### config.mk
export PLATFORM = sky130hd
export DESIGN_NAME = gated_mac_acc
export DESIGN_NICKNAME = d
export VERILOG_FILES = /design/src/rtl/gated_mac_acc_pkg.sv /design/src/rtl/gated_mac_fb_gate.sv /design/src/rtl/gated_mac_lane.sv /design/src/rtl/gated_mac_acc.sv
export SDC_FILE = /design/constraint.sdc
export NUM_CORES = 1
export LEC_CHECK = 0
export ABC_AREA = 1
export BUFFER_PORTS_ARGS = -buffer_cell sky130_fd_sc_hd__buf_2
export CORE_MARGIN = 2
export CORE_UTILIZATION = 50
export CTS_CLUSTER_SIZE = 40
export DETAILED_ROUTE_END_ITERATION = 8
export PLACE_DENSITY_LB_ADDON = 0.2
export SLEW_MARGIN = 20
export SYNTH_ARGS = -nofsm -noshare
export SYNTH_HDL_FRONTEND = slang
export SYNTH_SLANG_ARGS = --single-unit
### constraint.sdc
create_clock -name clk_i -period 3.6 [get_ports clk_i]
set_clock_uncertainty 0.05 [all_clocks]
set_input_delay 0.18 -clock clk_i [delete_from_list [all_inputs] [get_ports clk_i]]
set_output_delay 0.18 -clock clk_i [all_outputs]
set_load 0.03 [all_outputs]
### src/rtl/gated_mac_acc_pkg.sv
package gated_mac_acc_pkg;
    localparam int unsigned DEF_PROD_W = 20;
    localparam int unsigned DEF_ACC_W  = 32;
    localparam int unsigned DEF_LANES  = 2;

    // Decoded meaning of the shared enable line.
    typedef enum logic {
        MODE_RESTART = 1'b0,
        MODE_FOLD    = 1'b1
    } acc_mode_e;

    function automatic acc_mode_e decode_mode(input logic en);
        return en ? MODE_FOLD : MODE_RESTART;
    endfunction
endpackage

### src/rtl/gated_mac_fb_gate.sv
module gated_mac_fb_gate
    import gated_mac_acc_pkg::*;
#(
    parameter int unsigned ACC_W = DEF_ACC_W
) (
    input  acc_mode_e         mode_i,
    input  logic [ACC_W-1:0]  sum_i,
    output logic [ACC_W-1:0]  fb_o
);
    // Forces the feedback to zero on a restart cycle.
    always_comb begin
        fb_o = '0;
        if (mode_i == MODE_FOLD) begin
            fb_o = sum_i;
        end
    end
endmodule

### src/rtl/gated_mac_lane.sv
module gated_mac_lane
    import gated_mac_acc_pkg::*;
#(
    parameter int unsigned PROD_W = DEF_PROD_W,
    parameter int unsigned ACC_W  = DEF_ACC_W
) (
    input  logic              clk_i,
    input  logic              rst_ni,
    input  acc_mode_e         mode_i,
    input  logic [PROD_W-1:0] prod_i,
    output logic [ACC_W-1:0]  sum_o,
    output logic [ACC_W-1:0]  result_o
);
    localparam int unsigned EXT_W = ACC_W - PROD_W;

    typedef struct packed {
        logic [ACC_W-1:0] sum;
        logic [ACC_W-1:0] pub;
    } lane_state_t;

    lane_state_t      st_d, st_q;
    logic [ACC_W-1:0] fb;
    logic [ACC_W-1:0] prod_ext;

    gated_mac_fb_gate #(.ACC_W(ACC_W)) fb_gate_i (
        .mode_i (mode_i),
        .sum_i  (st_q.sum),
        .fb_o   (fb)
    );

    assign prod_ext = {{EXT_W{prod_i[PROD_W-1]}}, prod_i};

    always_comb begin
        st_d     = st_q;
        st_d.sum = prod_ext + fb;
        if (mode_i == MODE_RESTART) begin
            st_d.pub = st_q.sum;
        end
    end

    always_ff @(posedge clk_i or negedge rst_ni) begin
        if (!rst_ni) begin
            st_q <= '0;
        end else begin
            st_q <= st_d;
        end
    end

    assign sum_o    = st_q.sum;
    assign result_o = st_q.pub;
endmodule

### src/rtl/gated_mac_acc.sv
module gated_mac_acc
    import gated_mac_acc_pkg::*;
#(
    parameter int unsigned NUM_LANES = DEF_LANES,
    parameter int unsigned PROD_W    = DEF_PROD_W,
    parameter int unsigned ACC_W     = DEF_ACC_W
) (
    input  logic                          clk_i,
    input  logic                          rst_ni,
    input  logic                          acc_en_i,
    input  logic [NUM_LANES*PROD_W-1:0]   prod_i,
    output logic [NUM_LANES*ACC_W-1:0]    result_o
);
    localparam int unsigned SUM_BUS_W = NUM_LANES * ACC_W;

    acc_mode_e              mode;
    logic [SUM_BUS_W-1:0]   sum_bus;

    assign mode = decode_mode(acc_en_i);

    for (genvar k = 0; k < NUM_LANES; k++) begin : g_lane
        gated_mac_lane #(.PROD_W(PROD_W), .ACC_W(ACC_W)) lane_i (
            .clk_i    (clk_i),
            .rst_ni   (rst_ni),
            .mode_i   (mode),
            .prod_i   (prod_i[k*PROD_W +: PROD_W]),
            .sum_o    (sum_bus[k*ACC_W +: ACC_W]),
            .result_o (result_o[k*ACC_W +: ACC_W])
        );
    end
endmodule

==> flow_summary_export.csv <==
group,metric,value,unit
run_status,status,"complete, no violations",
global_routing,globalRouteMet2Util,0.354,
setup_path,end_kind,"flop",
drt,post_drt_wl_per_cell,12.9,µm
logic_synthesis,muxShareOfSynthArea,0.0782,
logic_synthesis,synth_top_family_by_area,"simple AND/OR/NAND/NOR gates",
floorplan,coreArea,18000,µm²
logic_synthesis,yosysSeqAreaShare,0.347,
finish,nets,1540,
cts,clock_latency,420,ps
placement,dp_worst_setup_slack,1130,ps
cts,h-tree-depth,4,
logic_synthesis,netlist_instances,1314,
finish,n_fill_cell,1738,
placement,gp_routability_congestion,0.910,
global_routing,grt_pass1_wl,36200,µm
power_and_ir_drop,leakagePower,6.69,nW
global_routing,globalRouteMet3Util,0.0330,
sta,fin_crit_sh,0.611,
setup_path,r2r_slack,1400,ps
global_routing,grt_max_degree,108,
global_routing,antenna_found_initial,0,
setup_path,slowest_delay,470,ps
power_and_ir_drop,powerDensity,777,nW/µm²
finish,syn2layout_area_growth,15.7,%
placement,hpwl,16600,µm
setup_path,endpoint,"g_lane[1].lane_i.sum_o[28]",
sta,worst_slew_pin_slew,459,ps
setup_path,cp_num_buf_inv,1,
sta,finalSetupTns,0,ps
sta,setup_viol,0,
setup_path,critPathMaxFanout,4,
logic_synthesis,synth_warnings,0,
logic_synthesis,synthSimpleGateAreaFrac,0.304,
finish,n_antenna_cell,0,
setup_path,required,3860,ps
setup_path,startpoint,"g_lane[1].lane_i.sum_o[0]",
drt,via_count,8002,
logic_synthesis,avgSynthCellArea,7.02,µm²
setup_path,critPathTopFamily,"simple AND/OR/NAND/NOR gates",
cts,cts_buffers,17,
setup_path,path_class,"reg2reg",
global_routing,gr-usage-all-layers,0.228,
drt,dr.pass1.iters,5,
sta,layout_min_cycle_time,2200,ps
drt,drt_iter0_drc,501,
floorplan,initial_core_util,0.512,
sta,finalHoldViolations,0,
setup_path,r2r-start,"g_lane[1].lane_i.sum_o[0]",
logic_synthesis,synth_seq_cells,128,
cts,cts_tree,"built",
drt,ant_nets,0,
setup_path,arrival,2460,ps
global_routing,grt.met1_usage,0.339,
logic_synthesis,ys_types,20,
setup_path,cp_cell_sequence,"nand2_1, inv_1, ha_1, fa_1, nand3_1, nand3_2, nand2_1, nand2_2, nand2_1, nand2_2, nand2_1, nand2_1, nand2_1, nand2_1",
logic_synthesis,syn_nets,1421,
finish,design_area,10700,µm²
global_routing,busiest_layer,"met2",
sta,fmax,455,MHz
setup_path,crit_top_cell,"nand2_1",
drt,routed_wl,21500,µm
cts,clk_pin_slew,60,ps
floorplan,die_area,19500,µm²
finish,multiInputGateArea,4870,µm²
logic_synthesis,yosys.area_share.xor_xnor,0.0304,
job,cap_violations,0,
placement,postPlaceCellArea,10000,µm²
power_and_ir_drop,ir_drop,0.431,mV
sta,slew_viol_final,0,
global_routing,grt_pass1_vias,7539,
finish,regArea,3200,µm²
cts,postCtsSetupBuffers,0,
logic_synthesis,synth_area,9220,µm²
cts,cts_root_buffer,"clkbuf_16",
worst_hold_path,worstHoldPathType,"in2reg",
setup_path,worstReg2RegEnd,"g_lane[1].lane_i.sum_o[28]",
setup_path,cp.depth,14,
cts,clockBufferDepth,2,
floorplan,die_x,140,µm
logic_synthesis,synth_compound_area_frac,0.0274,
floorplan,io_pins,107,
finish,layout-drive-gt1-share,0.175,
sta,slew_headroom,0.694,
setup_path,setup.worst_path.start_class,"flop",
setup_path,rr_worst_depth,14,
drt,vias_per_cell,4.78,
placement,place.port_buffers,106,
floorplan,num_rows,49,
logic_synthesis,synth_fa_ha_area_frac,0.0885,
setup_path,critPathSlowestCell,"fa_1",
drt,drc,0,
floorplan,die_y,140,µm
sta,finalWorstSetupSlack,1400,ps
global_routing,grt_overflow,0,
cts,cts_sinks,128,
sta,rsz0062_at_grt,"false",
## worst min-delay path by stage
stage                     cells after the start                            to  slack, ps       from
after floorplan                               0  g_lane[0].lane_i.result_o[0]       -170     rst_ni
after global placement                        1  g_lane[1].lane_i.result_o[2]        340     rst_ni
after detailed placement                      1  g_lane[1].lane_i.result_o[3]        340     rst_ni
after CTS                                     2     g_lane[0].lane_i.sum_o[1]         20  prod_i[1]
after global routing                          2     g_lane[0].lane_i.sum_o[1]         30  prod_i[1]
final                                         2     g_lane[0].lane_i.sum_o[1]         20  prod_i[1]
## synthesized netlist by cell type (all sizes together)
cell | instances | area share
nand3 | 52 | 0.034
nand2 | 532 | 0.22
inv | 286 | 0.12
nor2 | 78 | 0.033
fa | 2 | 0.0043
nor3 | 10 | 0.0081
o21bai | 4 | 0.0033
mux2 | 64 | 0.078
buf | 14 | 0.0076
xor2 | 32 | 0.030
dfrtp | 128 | 0.35
nand4 | 8 | 0.0054
ha | 62 | 0.084
a21oi | 40 | 0.023
a21o | 2 | 0.0016
## worst register-to-register path: stages (launching register included)
cell	delay (ps)
dfrtp_1	370
nand2_1	60
inv_1	40
ha_1	230
fa_1	470
nand3_1	130
nand3_2	80
nand2_1	80
nand2_2	100
nand2_1	90
nand2_2	90
nand2_1	130
nand2_1	60
nand2_1	60
nand2_1	50
## cell type report
type	count	area share
Tap cell	229	0.0268
Sequential cell	128	0.300
Clock inverter	12	0.0135
Multi-Input combinational cell	886	0.457
Inverter	286	0.101
Timing Repair Buffer	114	0.0611
Clock buffer	18	0.0411
## per-layer routing
| metal | vias up | wire [µm] |
|---|---|---|
| met5 | - | 0 |
| met4 | 0 | 201 |
| met3 | 12 | 1000 |
| met2 | 178 | 9400 |
| met1 | 3628 | 10900 |
| li1 | 4184 | - |
## power by group
| part | internal, W | switching, W | leakage (nW) | total [W] |
|---|---|---|---|---|
| Sequential | 0.00215 | 0.000361 | 1.51 | 0.00251 |
| Combinational | 0.00140 | 0.00264 | 4.89 | 0.00404 |
| Clock | 0.00109 | 0.000650 | 0.287 | 0.00174 |
## flip-flops by register name, summed over array words and instances (netlist names)
name                    flops
g_lane.lane_i.result_o     64
g_lane.lane_i.sum_o        64
## stage by stage
step	utilization	hold WS, ps	power (W)	cells
after CTS	0.591	17.0	0.00835	1672
after floorplan	-	-166	0.00547	1314
after global placement	0.557	336	0.00651	1639
after global routing	0.592	27.9	0.00897	1673
after detailed placement	0.557	342	0.00655	1639
final	0.592	21.7	0.00830	1673
## cell usage in the layout, fill, tap and decap left out
| cell | count |
|---|---|
| nor3_1 | 5 |
| buf_12 | 2 |
| nor2_1 | 75 |
| bufinv_16 | 3 |
| buf_4 | 3 |
| nor3_2 | 5 |
| xor2_1 | 32 |
| dlygate4sd3_1 | 3 |
| buf_2 | 104 |
| buf_6 | 1 |
| clkbuf_16 | 17 |
| fa_1 | 2 |
| clkinv_4 | 1 |
| ha_1 | 62 |
| nand2_2 | 27 |
| mux2_2 | 64 |
| nand3_2 | 11 |
| buf_16 | 1 |
| nand2_1 | 505 |
| inv_1 | 286 |
| a21oi_1 | 38 |
| clkinvlp_4 | 2 |
| nor2_2 | 3 |
| nand3_1 | 41 |
| a21oi_2 | 2 |
| dfrtp_1 | 128 |
| o21bai_1 | 4 |
| a21o_1 | 2 |
| clkinv_2 | 6 |
| clkbuf_8 | 1 |
| nand4_1 | 8 |
## cell families after synthesis
kind of cell / after synthesis
xor+xnor: 32
mux: 64
fa+ha+maj: 64
buf+inv: 300
compound gates: 46
simple gates: 680
flops: 128
## repair_timing
action                                  CTS  global route
hold buffers                              3             0
endpoints found under the setup margin    0             0
resized for setup                         0             0
hold endpoints to repair                107             0
Power figures use the tool's default switching activity.
